$ cat src/rtl/irq_router_pkg.sv
package irq_router_pkg;

  localparam int ROUTE_W   = 8;
  localparam int ROUTE_DIS = 7;
  localparam int ROUTE_NUM_W = 7;

  typedef struct packed {
    logic       vld;
    logic [7:0] line;
  } sci_sel_t;

  function automatic sci_sel_t sci_decode(input logic [2:0] code);
    sci_sel_t s;
    s.vld  = 1'b1;
    s.line = 8'd0;
    unique case (code)
      3'd0: s.line = 8'd9;
      3'd1: s.line = 8'd10;
      3'd2: s.line = 8'd11;
      3'd4: s.line = 8'd20;
      3'd5: s.line = 8'd21;
      default: s.vld = 1'b0;
    endcase
    return s;
  endfunction

  function automatic logic route_active(input logic [ROUTE_W-1:0] r, input int num_legacy);
    return !r[ROUTE_DIS] && (int'(r[ROUTE_NUM_W-1:0]) < num_legacy);
  endfunction

endpackage

$ cat src/rtl/irq_router_regs.sv
module irq_router_regs #(
  parameter int NUM_PIRQ = 8,
  parameter int ADDR_W   = 4,
  parameter logic [7:0] ROUTE_RST = 8'h80,
  parameter logic [7:0] CTRL_RST  = 8'h00
) (
  input  logic                      clk,
  input  logic                      rst_n,
  input  logic                      wr_en,
  input  logic [ADDR_W-1:0]         wr_addr,
  input  logic [7:0]                wr_data,
  output logic [NUM_PIRQ-1:0][7:0]  route_q,
  output logic [7:0]                ctrl_q,
  output logic                      ctrl_we
);
  localparam int CTRL_ADDR = NUM_PIRQ;

  assign ctrl_we = wr_en && (int'(wr_addr) == CTRL_ADDR);

  for (genvar n = 0; n < NUM_PIRQ; n++) begin : g_route
    always_ff @(posedge clk or negedge rst_n) begin
      if (!rst_n)                                route_q[n] <= ROUTE_RST;
      else if (wr_en && int'(wr_addr) == n)      route_q[n] <= wr_data;
    end
  end

  always_ff @(posedge clk or negedge rst_n) begin
    if (!rst_n)       ctrl_q <= CTRL_RST;
    else if (ctrl_we) ctrl_q <= wr_data;
  end
endmodule

$ cat src/rtl/irq_router_legacy_map.sv
module irq_router_legacy_map
  import irq_router_pkg::*;
#(
  parameter int NUM_PIRQ   = 8,
  parameter int NUM_LEGACY = 16
) (
  input  logic [NUM_PIRQ-1:0]                  pirq_in,
  input  logic [NUM_PIRQ-1:0][7:0]             route_q,
  output logic [NUM_PIRQ-1:0][NUM_LEGACY-1:0]  route_hit,
  output logic [NUM_LEGACY-1:0]                legacy_lvl
);
  for (genvar n = 0; n < NUM_PIRQ; n++) begin : g_hit
    always_comb begin
      route_hit[n] = '0;
      if (route_active(route_q[n], NUM_LEGACY))
        route_hit[n][route_q[n][ROUTE_NUM_W-1:0]] = 1'b1;
    end
  end

  always_comb begin
    legacy_lvl = '0;
    for (int n = 0; n < NUM_PIRQ; n++)
      if (pirq_in[n]) legacy_lvl |= route_hit[n];
  end
endmodule

$ cat src/rtl/irq_router.sv
module irq_router
  import irq_router_pkg::*;
#(
  parameter int NUM_PIRQ   = 8,
  parameter int NUM_LEGACY = 16,
  parameter int ADDR_W     = 4,
  parameter int NUM_LINES  = NUM_LEGACY + NUM_PIRQ
) (
  input  logic                  clk,
  input  logic                  rst_n,
  input  logic [NUM_PIRQ-1:0]   pirq_in,
  input  logic                  sci_in,
  input  logic                  wr_en,
  input  logic [ADDR_W-1:0]     wr_addr,
  input  logic [7:0]            wr_data,
  output logic [NUM_LINES-1:0]  gsi_out
);
  logic [NUM_PIRQ-1:0][7:0]            route_q;
  logic [7:0]                          ctrl_q;
  logic                                ctrl_we;
  logic [NUM_PIRQ-1:0][NUM_LEGACY-1:0] route_hit;
  logic [NUM_LEGACY-1:0]               legacy_lvl;
  logic [NUM_LINES-1:0]                sci_hit;
  logic                                sci_blank;
  logic                                sel_changing;
  sci_sel_t                            sel_cur, sel_new;

  irq_router_regs #(.NUM_PIRQ(NUM_PIRQ), .ADDR_W(ADDR_W)) u_regs (
    .clk(clk), .rst_n(rst_n), .wr_en(wr_en), .wr_addr(wr_addr),
    .wr_data(wr_data), .route_q(route_q), .ctrl_q(ctrl_q), .ctrl_we(ctrl_we)
  );

  irq_router_legacy_map #(.NUM_PIRQ(NUM_PIRQ), .NUM_LEGACY(NUM_LEGACY)) u_map (
    .pirq_in(pirq_in), .route_q(route_q),
    .route_hit(route_hit), .legacy_lvl(legacy_lvl)
  );

  // SCI placement, current and pending
  assign sel_cur      = sci_decode(ctrl_q[2:0]);
  assign sel_new      = sci_decode(wr_data[2:0]);
  assign sel_changing = ctrl_we && (sel_cur != sel_new);

  always_comb begin
    sci_hit = '0;
    if (sci_in && !sci_blank && sel_cur.vld && int'(sel_cur.line) < NUM_LINES)
      sci_hit[sel_cur.line] = 1'b1;
  end

  // one-cycle gap so the SCI reasserts on its new line
  always_ff @(posedge clk or negedge rst_n) begin
    if (!rst_n) sci_blank <= 1'b0;
    else        sci_blank <= sel_changing && sci_in;
  end

  always_ff @(posedge clk or negedge rst_n) begin
    if (!rst_n) gsi_out <= '0;
    else        gsi_out <= {pirq_in, legacy_lvl} | sci_hit;
  end
endmodule

$ cat config.mk
export PLATFORM = sky130hd
export DESIGN_NAME = irq_router
export DESIGN_NICKNAME = d
export VERILOG_FILES = /design/src/rtl/irq_router_pkg.sv /design/src/rtl/irq_router_regs.sv /design/src/rtl/irq_router_legacy_map.sv /design/src/rtl/irq_router.sv
export SDC_FILE = /design/constraint.sdc
export NUM_CORES = 1
export LEC_CHECK = 0
export BUFFER_PORTS_ARGS = -buffer_cell sky130_fd_sc_hd__buf_2
export CORE_MARGIN = 4
export CORE_UTILIZATION = 35
export DETAILED_ROUTE_END_ITERATION = 10
export HOLD_SLACK_MARGIN = 0.12
export PLACE_DENSITY_LB_ADDON = 0.05
export SLEW_MARGIN = 5
export SYNTH_ARGS = -nofsm -noshare
export SYNTH_HDL_FRONTEND = slang
export SYNTH_HIERARCHICAL = 1
export SYNTH_SLANG_ARGS = --single-unit
$ cat constraint.sdc
create_clock -name clk -period 1.65 [get_ports clk]
set_input_delay 0.0825 -clock clk [delete_from_list [all_inputs] [get_ports clk]]
set_output_delay 0.0825 -clock clk [all_outputs]
set_load 0.05 [all_outputs]
==> run_results.csv <==
group,metric,value,unit
timing,fin_crit,1.67,ns
cts,clk_latency,0.35,ns
floorplanning,coreArea,0.0129,mm2
floorplanning,die_h,124,um
run_status,status,"finished with violations",
cts,cts.sinks,92,
pwr,power_density,1250,mW/mm2
timing,setup_viol,2,
setup_path,critical_path_class,"register to register",
cts,cts_tree,"yes",
run_status,violations,"setup timing",
cts,clk_path_buf_depth,2,
timing,fmax,599,MHz
timing,hold_viol_final,0,
place,placed_cell_area,0.00527,mm2
pwr,internal-power,5.07,mW
global_route,antenna_found_initial,0,
global_route,grt_pass1_vias,3375,
setup_path,path_max_fanout,4,
floorplanning,rows,41,
drt,ant_nets,0,
pwr,pwr-share-comb,0.277,
drt,drcViolationCount,0,
flow_run,drv_cap,0,
place,pre_cts_ws,-0.0988,ns
finish,antenna_cells,0,
floorplanning,start_util,0.363,
finish,nets,487,
pwr,total_power,7.44,mW
place,port_buffers,47,
timing,worst_pin_slew,0.448,ns
pwr,static-leakage-power,2.71,nW
timing,finalMaxSlewViolations,0,
cts,cts_buffers,9,
timing,fin_worst_skew,0.0101,ns
cts,clk_pin_slew,0.06,ns
finish,fin_cells,639,
hold_path,hold_end,"u_regs/route_q[13]$_DFFE_PN0P_",
finish,drive_above_1_share,0.484,
timing,max_slew_margin,0.701,
finish,layout_common_cells,"dfrtp_1, mux2_2, o22ai_1",
logic_synthesis,yosys_warnings,6,
pwr,switching_share,0.319,
setup_path,crit_path_start_kind,"register",
hold_path,hp-class,"primary input to register",
setup_path,worst-endpoint-required,1.89,ns
floorplanning,io_pins,48,
setup_path,rrSetupSlack,-0.02,ns
global_route,grt_pass1_wl,18700,um
cts,cts-htree-levels,3,
global_route,grt_start_max_net_pins,33,
floorplanning,dieWidth,124,um
global_route,grt_overflow,0,
setup_path,rr_endpoint,"gsi_out[11]$_DFF_PN0_",
timing,fin_crit_sh,1.01,
logic_synthesis,synth_cells,386,
drt,viasPerCell,5.47,
drt,first_iter_violations,240,
place,hpwl,9080,um
pwr,p_clk_frac,0.293,
setup_path,r2r-start,"u_regs/route_q[31]$_DFFE_PN1P_",
pwr,p_sw,2.37,mW
setup_path,worstRegToRegCells,5,
timing,setup_slack,-0.0202,ns
place,gp_congestion,0.940,
logic_synthesis,syn_avg_cell_area,12.1,um2
setup_path,crit_arrival,1.91,ns
drt,wire_per_inst,19.1,um
drt,vias,3494,
floorplanning,die_area,0.0153,mm2
drt,finalWirelength,12200,um
hold_path,min_from,"wr_data[5]",
drt,firstDrtPassIters,4,
finish,syn_to_final_growth,27.3,%
cts,cts_root_buffer,"clkbuf_16",
setup_path,end_kind,"register",
logic_synthesis,syn-cell-area,0.00468,mm2
global_route,track_usage,0.166,
logic_synthesis,syn_nets,410,
place,placed_cells_incl_taps,612,
pwr,ir_drop,0.479,mV
pwr,pwr-share-seq,0.430,
timing,rsz0062_at_grt,"yes",
hold_path,holdPathStages,2,
finish,final_common_cell,"dfrtp_1",
finish,design_area,0.00596,mm2
==> registers in the layout, indices dropped and copies added (netlist names) <==
| signal | cells |
|---|---|
| sci_blank | 1 |
| u_regs/ctrl_q | 3 |
| gsi_out | 24 |
| u_regs/route_q | 64 |
==> power groups by stage <==
stage | combinational (mW) | sequential (mW) | clock (mW)
after floorplan | 1.10 | 3.40 | 0
after global placement | 1.83 | 3.20 | 0
after detailed placement | 1.85 | 3.22 | 0
after CTS | 1.93 | 3.20 | 2.25
after global routing | 2.22 | 3.26 | 2.35
final | 2.06 | 3.20 | 2.18
==> layout make-up <==
type,count,area [um2]
fillers,1214,6920
flip-flops and latches,92,2310
multi-input cells,264,2470
well taps,172,215
clock inverters,2,60.1
inverters,3,11.3
repair buffers,93,636
clock buffers,13,250
==> worst max path at each step <==
| stage | slack (ns) | endpoint | startpoint |
|---|---|---|---|
| 2_1_floorplan | 0.02 | gsi_out[11]$_DFF_PN0_ | u_regs/route_q[31]$_DFFE_PN1P_ |
| 3_3_place_gp | -0.11 | gsi_out[11]$_DFF_PN0_ | u_regs/route_q[31]$_DFFE_PN1P_ |
| 3_5_place_dp | -0.1 | gsi_out[11]$_DFF_PN0_ | u_regs/route_q[63]$_DFFE_PN1P_ |
| 4_1_cts | -0.04 | gsi_out[11]$_DFF_PN0_ | u_regs/route_q[63]$_DFFE_PN1P_ |
| 5_1_grt | -0.07 | gsi_out[11]$_DFF_PN0_ | u_regs/route_q[57]$_DFFE_PN0P_ |
| 6_report | -0.02 | gsi_out[11]$_DFF_PN0_ | u_regs/route_q[31]$_DFFE_PN1P_ |
==> what timing repair did <==
action	CTS	global route
buffers inserted	0	1
hold buffers	11	0
resized for setup	19	24
hold endpoints to repair	98	0
pin swaps	1	13
endpoints found under the setup margin	9	15
==> through the flow <==
| step | setup TNS, ns | util | hold WS, ns |
|---|---|---|---|
| 2_1_floorplan | 0 | - | -0.213 |
| 5_1_grt | -0.291 | 0.463 | 0.144 |
| 6_report | -0.0333 | 0.463 | 0.126 |
| 3_3_place_gp | -0.198 | 0.409 | 0.0585 |
| 4_1_cts | -0.0694 | 0.450 | 0.131 |
| 3_5_place_dp | -0.239 | 0.409 | 0.0596 |
==> per-layer routing <==
layer / up-vias / routed length, um / global-route usage
li1: 1629 / - / -
met1: 1714 / 5700 / 0.230
met2: 125 / 5440 / 0.241
met3: 26 / 635 / 0.0354
met4: 0 / 425 / 0.0955
met5: - / 0 / 0
==> worst max-delay path: stages (launching register included) <==
cell and delay, ns:
dfstp_2 0.55, nor4_4 0.06, nand3_2 0.09, o22ai_2 0.10, or4_4 0.54, a31o_2 0.23
Note: power is estimated with default switching activity, not from simulation.
